==> src/rtl/fu_issue_pkg.sv <==
package fu_issue_pkg;

    localparam int NUM_UNITS = 4;

    typedef enum logic [1:0] {
        UNIT_INT  = 2'd0,
        UNIT_FADD = 2'd1,
        UNIT_FMUL = 2'd2,
        UNIT_FDIV = 2'd3
    } unit_e;

    // reasons that can hold an operation in decode
    typedef struct packed {
        logic raw;
        logic waw;
        logic port;
        logic order;
        logic div_busy;
    } hazard_t;

    function automatic int unit_latency(unit_e u, int li, int la, int lm, int ld);
        case (u)
            UNIT_INT:  return li;
            UNIT_FADD: return la;
            UNIT_FMUL: return lm;
            default:   return ld;
        endcase
    endfunction

endpackage

==> src/rtl/wb_reservation.sv <==
module wb_reservation #(
    parameter int RES_LEN = 25,
    parameter int REG_W   = 5,
    localparam int LAT_W  = $clog2(RES_LEN)
) (
    input  logic               clk,
    input  logic               rst,
    input  logic               book,
    input  logic               book_fp,
    input  logic [LAT_W-1:0]   book_lat,
    input  logic [REG_W-1:0]   book_dst,
    output logic [RES_LEN-1:0] slot_busy,
    output logic [RES_LEN-1:0] slot_fp,
    output logic               wb_now,
    output logic [REG_W-1:0]   wb_dst
);
    // bit k: a writeback happens k cycles from now
    logic [RES_LEN-1:0] busy_q, fp_q;
    logic [REG_W-1:0]   tag_q [RES_LEN];

    always_ff @(posedge clk) begin
        if (rst) begin
            busy_q <= '0;
            fp_q   <= '0;
            for (int k = 0; k < RES_LEN; k++) tag_q[k] <= '0;
        end else begin
            busy_q <= busy_q >> 1;
            fp_q   <= fp_q >> 1;
            for (int k = 0; k < RES_LEN - 1; k++) tag_q[k] <= tag_q[k+1];
            tag_q[RES_LEN-1] <= '0;
            if (book) begin
                busy_q[book_lat - 1'b1] <= 1'b1;
                fp_q[book_lat - 1'b1]   <= book_fp;
                tag_q[book_lat - 1'b1]  <= book_dst;
            end
        end
    end

    assign slot_busy = busy_q;
    assign slot_fp   = fp_q;
    assign wb_now    = busy_q[0];
    assign wb_dst    = tag_q[0];
endmodule

==> src/rtl/reg_scoreboard.sv <==
module reg_scoreboard #(
    parameter int NUM_REGS = 32,
    localparam int REG_W   = $clog2(NUM_REGS)
) (
    input  logic                clk,
    input  logic                rst,
    input  logic                set_en,
    input  logic [REG_W-1:0]    set_idx,
    input  logic                clr_en,
    input  logic [REG_W-1:0]    clr_idx,
    output logic [NUM_REGS-1:0] pending
);
    always_ff @(posedge clk) begin
        if (rst) begin
            pending <= '0;
        end else begin
            if (clr_en) pending[clr_idx] <= 1'b0;
            // a new claim wins over a retirement of the same register
            if (set_en) pending[set_idx] <= 1'b1;
        end
    end
endmodule

==> src/rtl/div_occupancy.sv <==
module div_occupancy #(
    parameter int BUSY_CYC = 24,
    localparam int CNT_W   = $clog2(BUSY_CYC + 1)
) (
    input  logic clk,
    input  logic rst,
    input  logic start,
    output logic busy
);
    logic [CNT_W-1:0] cnt_q;

    always_ff @(posedge clk) begin
        if (rst)             cnt_q <= '0;
        else if (start)      cnt_q <= CNT_W'(BUSY_CYC);
        else if (cnt_q != 0) cnt_q <= cnt_q - 1'b1;
    end

    assign busy = (cnt_q != 0);
endmodule

==> src/rtl/fu_issue_interlock.sv <==
module fu_issue_interlock
    import fu_issue_pkg::*;
#(
    parameter int NUM_REGS = 32,
    parameter int LAT_INT  = 1,
    parameter int LAT_ADD  = 4,
    parameter int LAT_MUL  = 7,
    parameter int LAT_DIV  = 24,
    localparam int REG_W   = $clog2(NUM_REGS),
    localparam int RES_LEN = LAT_DIV + 1,
    localparam int LAT_W   = $clog2(RES_LEN)
) (
    input  logic                 clk,
    input  logic                 rst,
    input  logic                 issue_valid,
    input  logic [1:0]           issue_unit,
    input  logic [REG_W-1:0]     src_a,
    input  logic [REG_W-1:0]     src_b,
    input  logic [REG_W-1:0]     dst,
    output logic                 stall,
    output logic [NUM_UNITS-1:0] issue_en
);
    unit_e              unit;
    logic [LAT_W-1:0]   req_lat;
    logic               req_fp;
    logic               fire;
    logic [RES_LEN-1:0] slot_busy, slot_fp, later_mask;
    logic               wb_now;
    logic [REG_W-1:0]   wb_dst;
    logic [NUM_REGS-1:0] pending;
    logic               div_busy;
    hazard_t            hz;

    assign unit    = unit_e'(issue_unit);
    assign req_lat = LAT_W'(unit_latency(unit, LAT_INT, LAT_ADD, LAT_MUL, LAT_DIV));
    assign req_fp  = (unit != UNIT_INT);

    // a register is usable if idle or retiring this cycle (forwarded)
    function automatic logic reg_busy(logic [REG_W-1:0] r, logic [NUM_REGS-1:0] pend,
                                      logic wbv, logic [REG_W-1:0] wbr);
        return pend[r] && !(wbv && (wbr == r));
    endfunction

    always_comb begin
        for (int k = 0; k < RES_LEN; k++) later_mask[k] = (LAT_W'(k) > req_lat);
    end

    always_comb begin
        hz.raw      = reg_busy(src_a, pending, wb_now, wb_dst) ||
                      reg_busy(src_b, pending, wb_now, wb_dst);
        hz.waw      = reg_busy(dst, pending, wb_now, wb_dst);
        hz.port     = slot_busy[req_lat];
        hz.order    = |(slot_fp & later_mask);
        hz.div_busy = (unit == UNIT_FDIV) && div_busy;
    end

    assign stall = issue_valid && (|hz);
    assign fire  = issue_valid && !stall;

    for (genvar g = 0; g < NUM_UNITS; g++) begin : g_en
        assign issue_en[g] = fire && (issue_unit == 2'(g));
    end

    wb_reservation #(.RES_LEN(RES_LEN), .REG_W(REG_W)) u_resv (
        .clk(clk), .rst(rst),
        .book(fire), .book_fp(req_fp), .book_lat(req_lat), .book_dst(dst),
        .slot_busy(slot_busy), .slot_fp(slot_fp),
        .wb_now(wb_now), .wb_dst(wb_dst)
    );

    reg_scoreboard #(.NUM_REGS(NUM_REGS)) u_sb (
        .clk(clk), .rst(rst),
        .set_en(fire), .set_idx(dst),
        .clr_en(wb_now), .clr_idx(wb_dst),
        .pending(pending)
    );

    div_occupancy #(.BUSY_CYC(LAT_DIV)) u_div (
        .clk(clk), .rst(rst),
        .start(issue_en[UNIT_FDIV]),
        .busy(div_busy)
    );
endmodule

==> config.mk <==
export PLATFORM = sky130hd
export DESIGN_NAME = fu_issue_interlock
export DESIGN_NICKNAME = d
export VERILOG_FILES = /design/src/rtl/fu_issue_pkg.sv /design/src/rtl/wb_reservation.sv /design/src/rtl/reg_scoreboard.sv /design/src/rtl/div_occupancy.sv /design/src/rtl/fu_issue_interlock.sv
export SDC_FILE = /design/constraint.sdc
export NUM_CORES = 1
export LEC_CHECK = 0
export ABC_AREA = 1
export CAP_MARGIN = 25
export CORE_MARGIN = 2
export CORE_UTILIZATION = 30
export CTS_BUF_LIST = sky130_fd_sc_hd__clkbuf_2
export DETAILED_ROUTE_END_ITERATION = 10
export DONT_BUFFER_PORTS = 1
export PLACE_DENSITY_LB_ADDON = 0.08
export SETUP_SLACK_MARGIN = 0.1
export SLEW_MARGIN = 30
export SYNTH_ARGS = -nofsm -noshare
export SYNTH_HDL_FRONTEND = slang
export SYNTH_SLANG_ARGS = --single-unit
==> constraint.sdc <==
create_clock -name clk -period 5.8 [get_ports clk]
set_input_delay 0.87 -clock clk [delete_from_list [all_inputs] [get_ports clk]]
set_output_delay 0.87 -clock clk [all_outputs]
set_load 0.05 [all_outputs]
==> impl_metrics.py <==
metrics = {
    "clocking": {
        "cts_tree": "done",
        "cts_setup_buffers": 0,
        "cts_inserted_buffers": 66,
        "htreeDepth": 3,
        "path_clk_slew_ns": 0.09,
        "cts_resized": 0,
        "clk_path_buf_depth": 3,
        "clock_sinks": 211,
        "clk_latency_ns": 0.79,
        "root_buffer": "clkbuf_2",
        "hold_buffers": 0,
    },
    "final_layout": {
        "regArea_sq_um": 4220,
        "multiInputGateArea_sq_um": 4450,
        "fill_cells": 3685,
        "drive_gt1_share_pct": 7.95,
        "design_area_sq_um": 10600,
        "nets": 1516,
        "area_delta_synth_final_pct": 8.56,
    },
    "route": {
        "routedWlPerCell_microns": 15.9,
        "dr_total_vias": 8968,
        "drc": 0,
        "drt-pass1-iter-count": 7,
        "drtIter0Drc": 618,
        "via_per_inst": 4.56,
        "totalWireLength_mm": 31.3,
        "drtAntennaViolNets": 0,
    },
    "global_route": {
        "grt_usage_pct": 19.0,
        "grt_max_degree": 156,
        "grt_first_pass_wirelength_mm": 50.4,
        "grt_use_met3_pct": 3.73,
        "grt_use_met2_pct": 29.2,
        "grt_pass1_vias": 8978,
        "grtUsageMet1_pct": 26.4,
        "overflow": 0,
        "busiest_layer": "met2",
        "grt_antenna_before_repair": 1,
    },
    "sta": {
        "setup_viol": 0,
        "min_period_over_period_pct": 73.5,
        "fmax_mhz": 235,
        "slew_headroom_pct": 31.5,
        "post-route-min-period_ns": 4.26,
        "rsz0062_at_grt": "no",
        "finalMaxSlewViolations": 0,
        "fin_setup_tns_ns": 0,
        "fin_ws_ns": 1.54,
        "final-hold-violation-count": 0,
        "tightest_slew_ns": 1.02,
        "fin_worst_skew_ns": 0.0796,
    },
    "logic_synthesis": {
        "syn-num-nets": 1516,
        "synthCells": 1484,
        "synth_area_leaders": "dfxtp_1, nand2_1, nand3_1",
        "ys_seq_area_share_pct": 43.1,
        "synth.avg_cell_area_sq_um": 6.60,
        "synth_edf_count": 0,
        "yosys.area.top_type": "dfxtp_1",
        "yosysUniqueCellTypes": 31,
        "async_flop_share_pct": 0,
        "netlist_area_sq_um": 9800,
        "synth_common_cells": "nand2_1, dfxtp_1, inv_1",
        "synth-seq-cells": 211,
        "synth_top_area_share_pct": 43.1,
        "yosys_warnings": 0,
        "synth_most_common_cell": "nand2_1",
        "ys.flop_type": "dfxtp_1",
    },
    "flow_run": {
        "drv_cap": 0,
    },
    "pwr": {
        "ir_drop_mv": 0.0957,
        "leakagePower_nw": 4.65,
        "p_per_area_nw_per_um2": 271,
        "power_mw": 2.88,
    },
    "setup_path": {
        "slowest_stage": "ha_1",
        "crit_chain": "inv_1 -> ha_1 -> inv_1 -> nand3_1 -> nand2_1 -> nand2_1 -> nand3_1 -> nand2_1 -> nand2_1 -> a21oi_2 -> nand3_1 -> nor2_4 -> nand2_1 -> inv_1",
        "crit_arrival_ns": 3.39,
        "crit_path_frequent_cell": "nand2_1",
        "r2r_start": "u_div.cnt_q[0]$_SDFFE_PP0P_",
        "start_kind": "input pin",
        "crit_fanout": 13,
        "path_delay_family": "simple AND/OR/NAND/NOR gates",
        "end_kind": "output pin",
        "cp_num_buf_inv": 3,
        "criticalPathCategory": "input pin to output pin",
        "startpoint": "issue_unit[0]",
        "slowest_delay_ns": 0.52,
        "worstPathRequired_ns": 4.93,
    },
    "floorplan": {
        "dieArea_sq_um": 34100,
        "die_y_microns": 185,
        "num_rows": 66,
        "initial_core_util_pct": 30.3,
        "pin_count": 25,
        "core_area_sq_um": 32400,
        "die_w_microns": 185,
    },
    "place": {
        "placed_area_sq_um": 10100,
        "place_ws_ns": 1.51,
        "dp_hpwl_mm": 19.6,
        "gp_congestion": 0.834,
        "io_buffer_count": 0,
    },
    "min_path": {
        "min_from": "rst",
        "holdCritPathClass": "input pin to flip-flop",
    },
    "outcome": {
        "status": "completed",
    },
}
-- cells in the final DEF (no fill, tap or decap), types with 11 or more instances in the layout --
master	count
clkbuf_2	91
nor3_1	13
nor2_1	170
o21ai_1	20
dfxtp_1	211
ha_1	12
a21oi_1	28
nand2_1	460
nand3_1	184
clkinv_1	11
o21ai_0	29
o211ai_1	40
inv_1	205
-- worst reg2reg max path, cell delays in order (launching register included) --
cell and delay [ns]:
dfxtp_1 0.32, inv_1 0.10, ha_1 0.15, nand3b_1 0.23
nand2_1 0.23, nand2_1 0.07, inv_1 0.06, nand2_1 0.05
nor2_1 0.08, nand2_1 0.10, a21oi_2 0.15, nand4_2 0.48
nor2_4 0.24, buf_4 0.61, nand3_1 0.16, nand2_1 0.12
-- logic make-up (layout without fill, tap and decap cells) --
group	Yosys count	after routing	synth area share, %
simple gates	840	840	35.3
buf+inv	284	322	11.6
flops	211	211	43.1
compound gates	129	129	7.79
fa+ha+maj	12	12	1.53
xor+xnor	4	4	0.358
mux	3	3	0.345
other cells	1	2	0.0383
-- layout make-up --
| class | count | area share, % |
|---|---|---|
| inverter | 209 | 7.38 |
| timing repair buffer | 7 | 0.494 |
| clock inverter | 15 | 1.07 |
| antenna | 1 | 0.0235 |
| multi-input combinational | 989 | 41.8 |
| sequential | 211 | 39.7 |
| clock buffer | 91 | 4.28 |
| tap | 442 | 5.20 |
-- registers in the layout (all words and copies together) (netlist names) --
register / count
u_div.cnt_q: 5
u_resv.slot_busy: 25
u_resv.slot_fp: 24
u_resv.tag_q: 125
u_sb.pending: 32
-- final timing paths --
path | cells past startpoint | slack, ns | end
max | 14 | 1.54 | issue_en[1]
max reg2reg | 15 | 2.58 | u_resv.tag_q[14][1]$_DFF_P_
min reg2reg | 2 | 0.38 | u_resv.tag_q[13][0]$_DFF_P_
min | 1 | 0.16 | u_resv.slot_busy[9]$_SDFF_PP0_
-- routing by layer --
metal / wire, microns / part of all wire, % / vias to the layer above
met1: 15400 / 49 / 4092
li1: - / - / 4634
met2: 13800 / 44 / 207
met4: 512 / 1.6 / 0
met5: 0 / 0 / -
met3: 1540 / 4.9 / 35
-- report_power, final --
part	leakage (nW)	switching (mW)	internal [mW]
logic	2.52	0.168	0.0754
registers	1.70	0.0150	1.47
clock network	0.433	0.649	0.506
total	4.65	0.832	2.05
-- per-stage QoR --
| stage | instances | util [%] | hold slack (ns) |
|---|---|---|---|
| 2_1_floorplan | 1484 | - | 0.388 |
| 6_report | 1965 | 32.9 | 0.156 |
| 4_1_cts | 1964 | 32.9 | 0.0727 |
| 3_3_place_gp | 1858 | 31.1 | 0.391 |
| 3_5_place_dp | 1858 | 31.1 | 0.393 |
| 5_1_grt | 1965 | 32.9 | 0.0652 |
No activity file was read; power rests on OpenSTA's default activity.
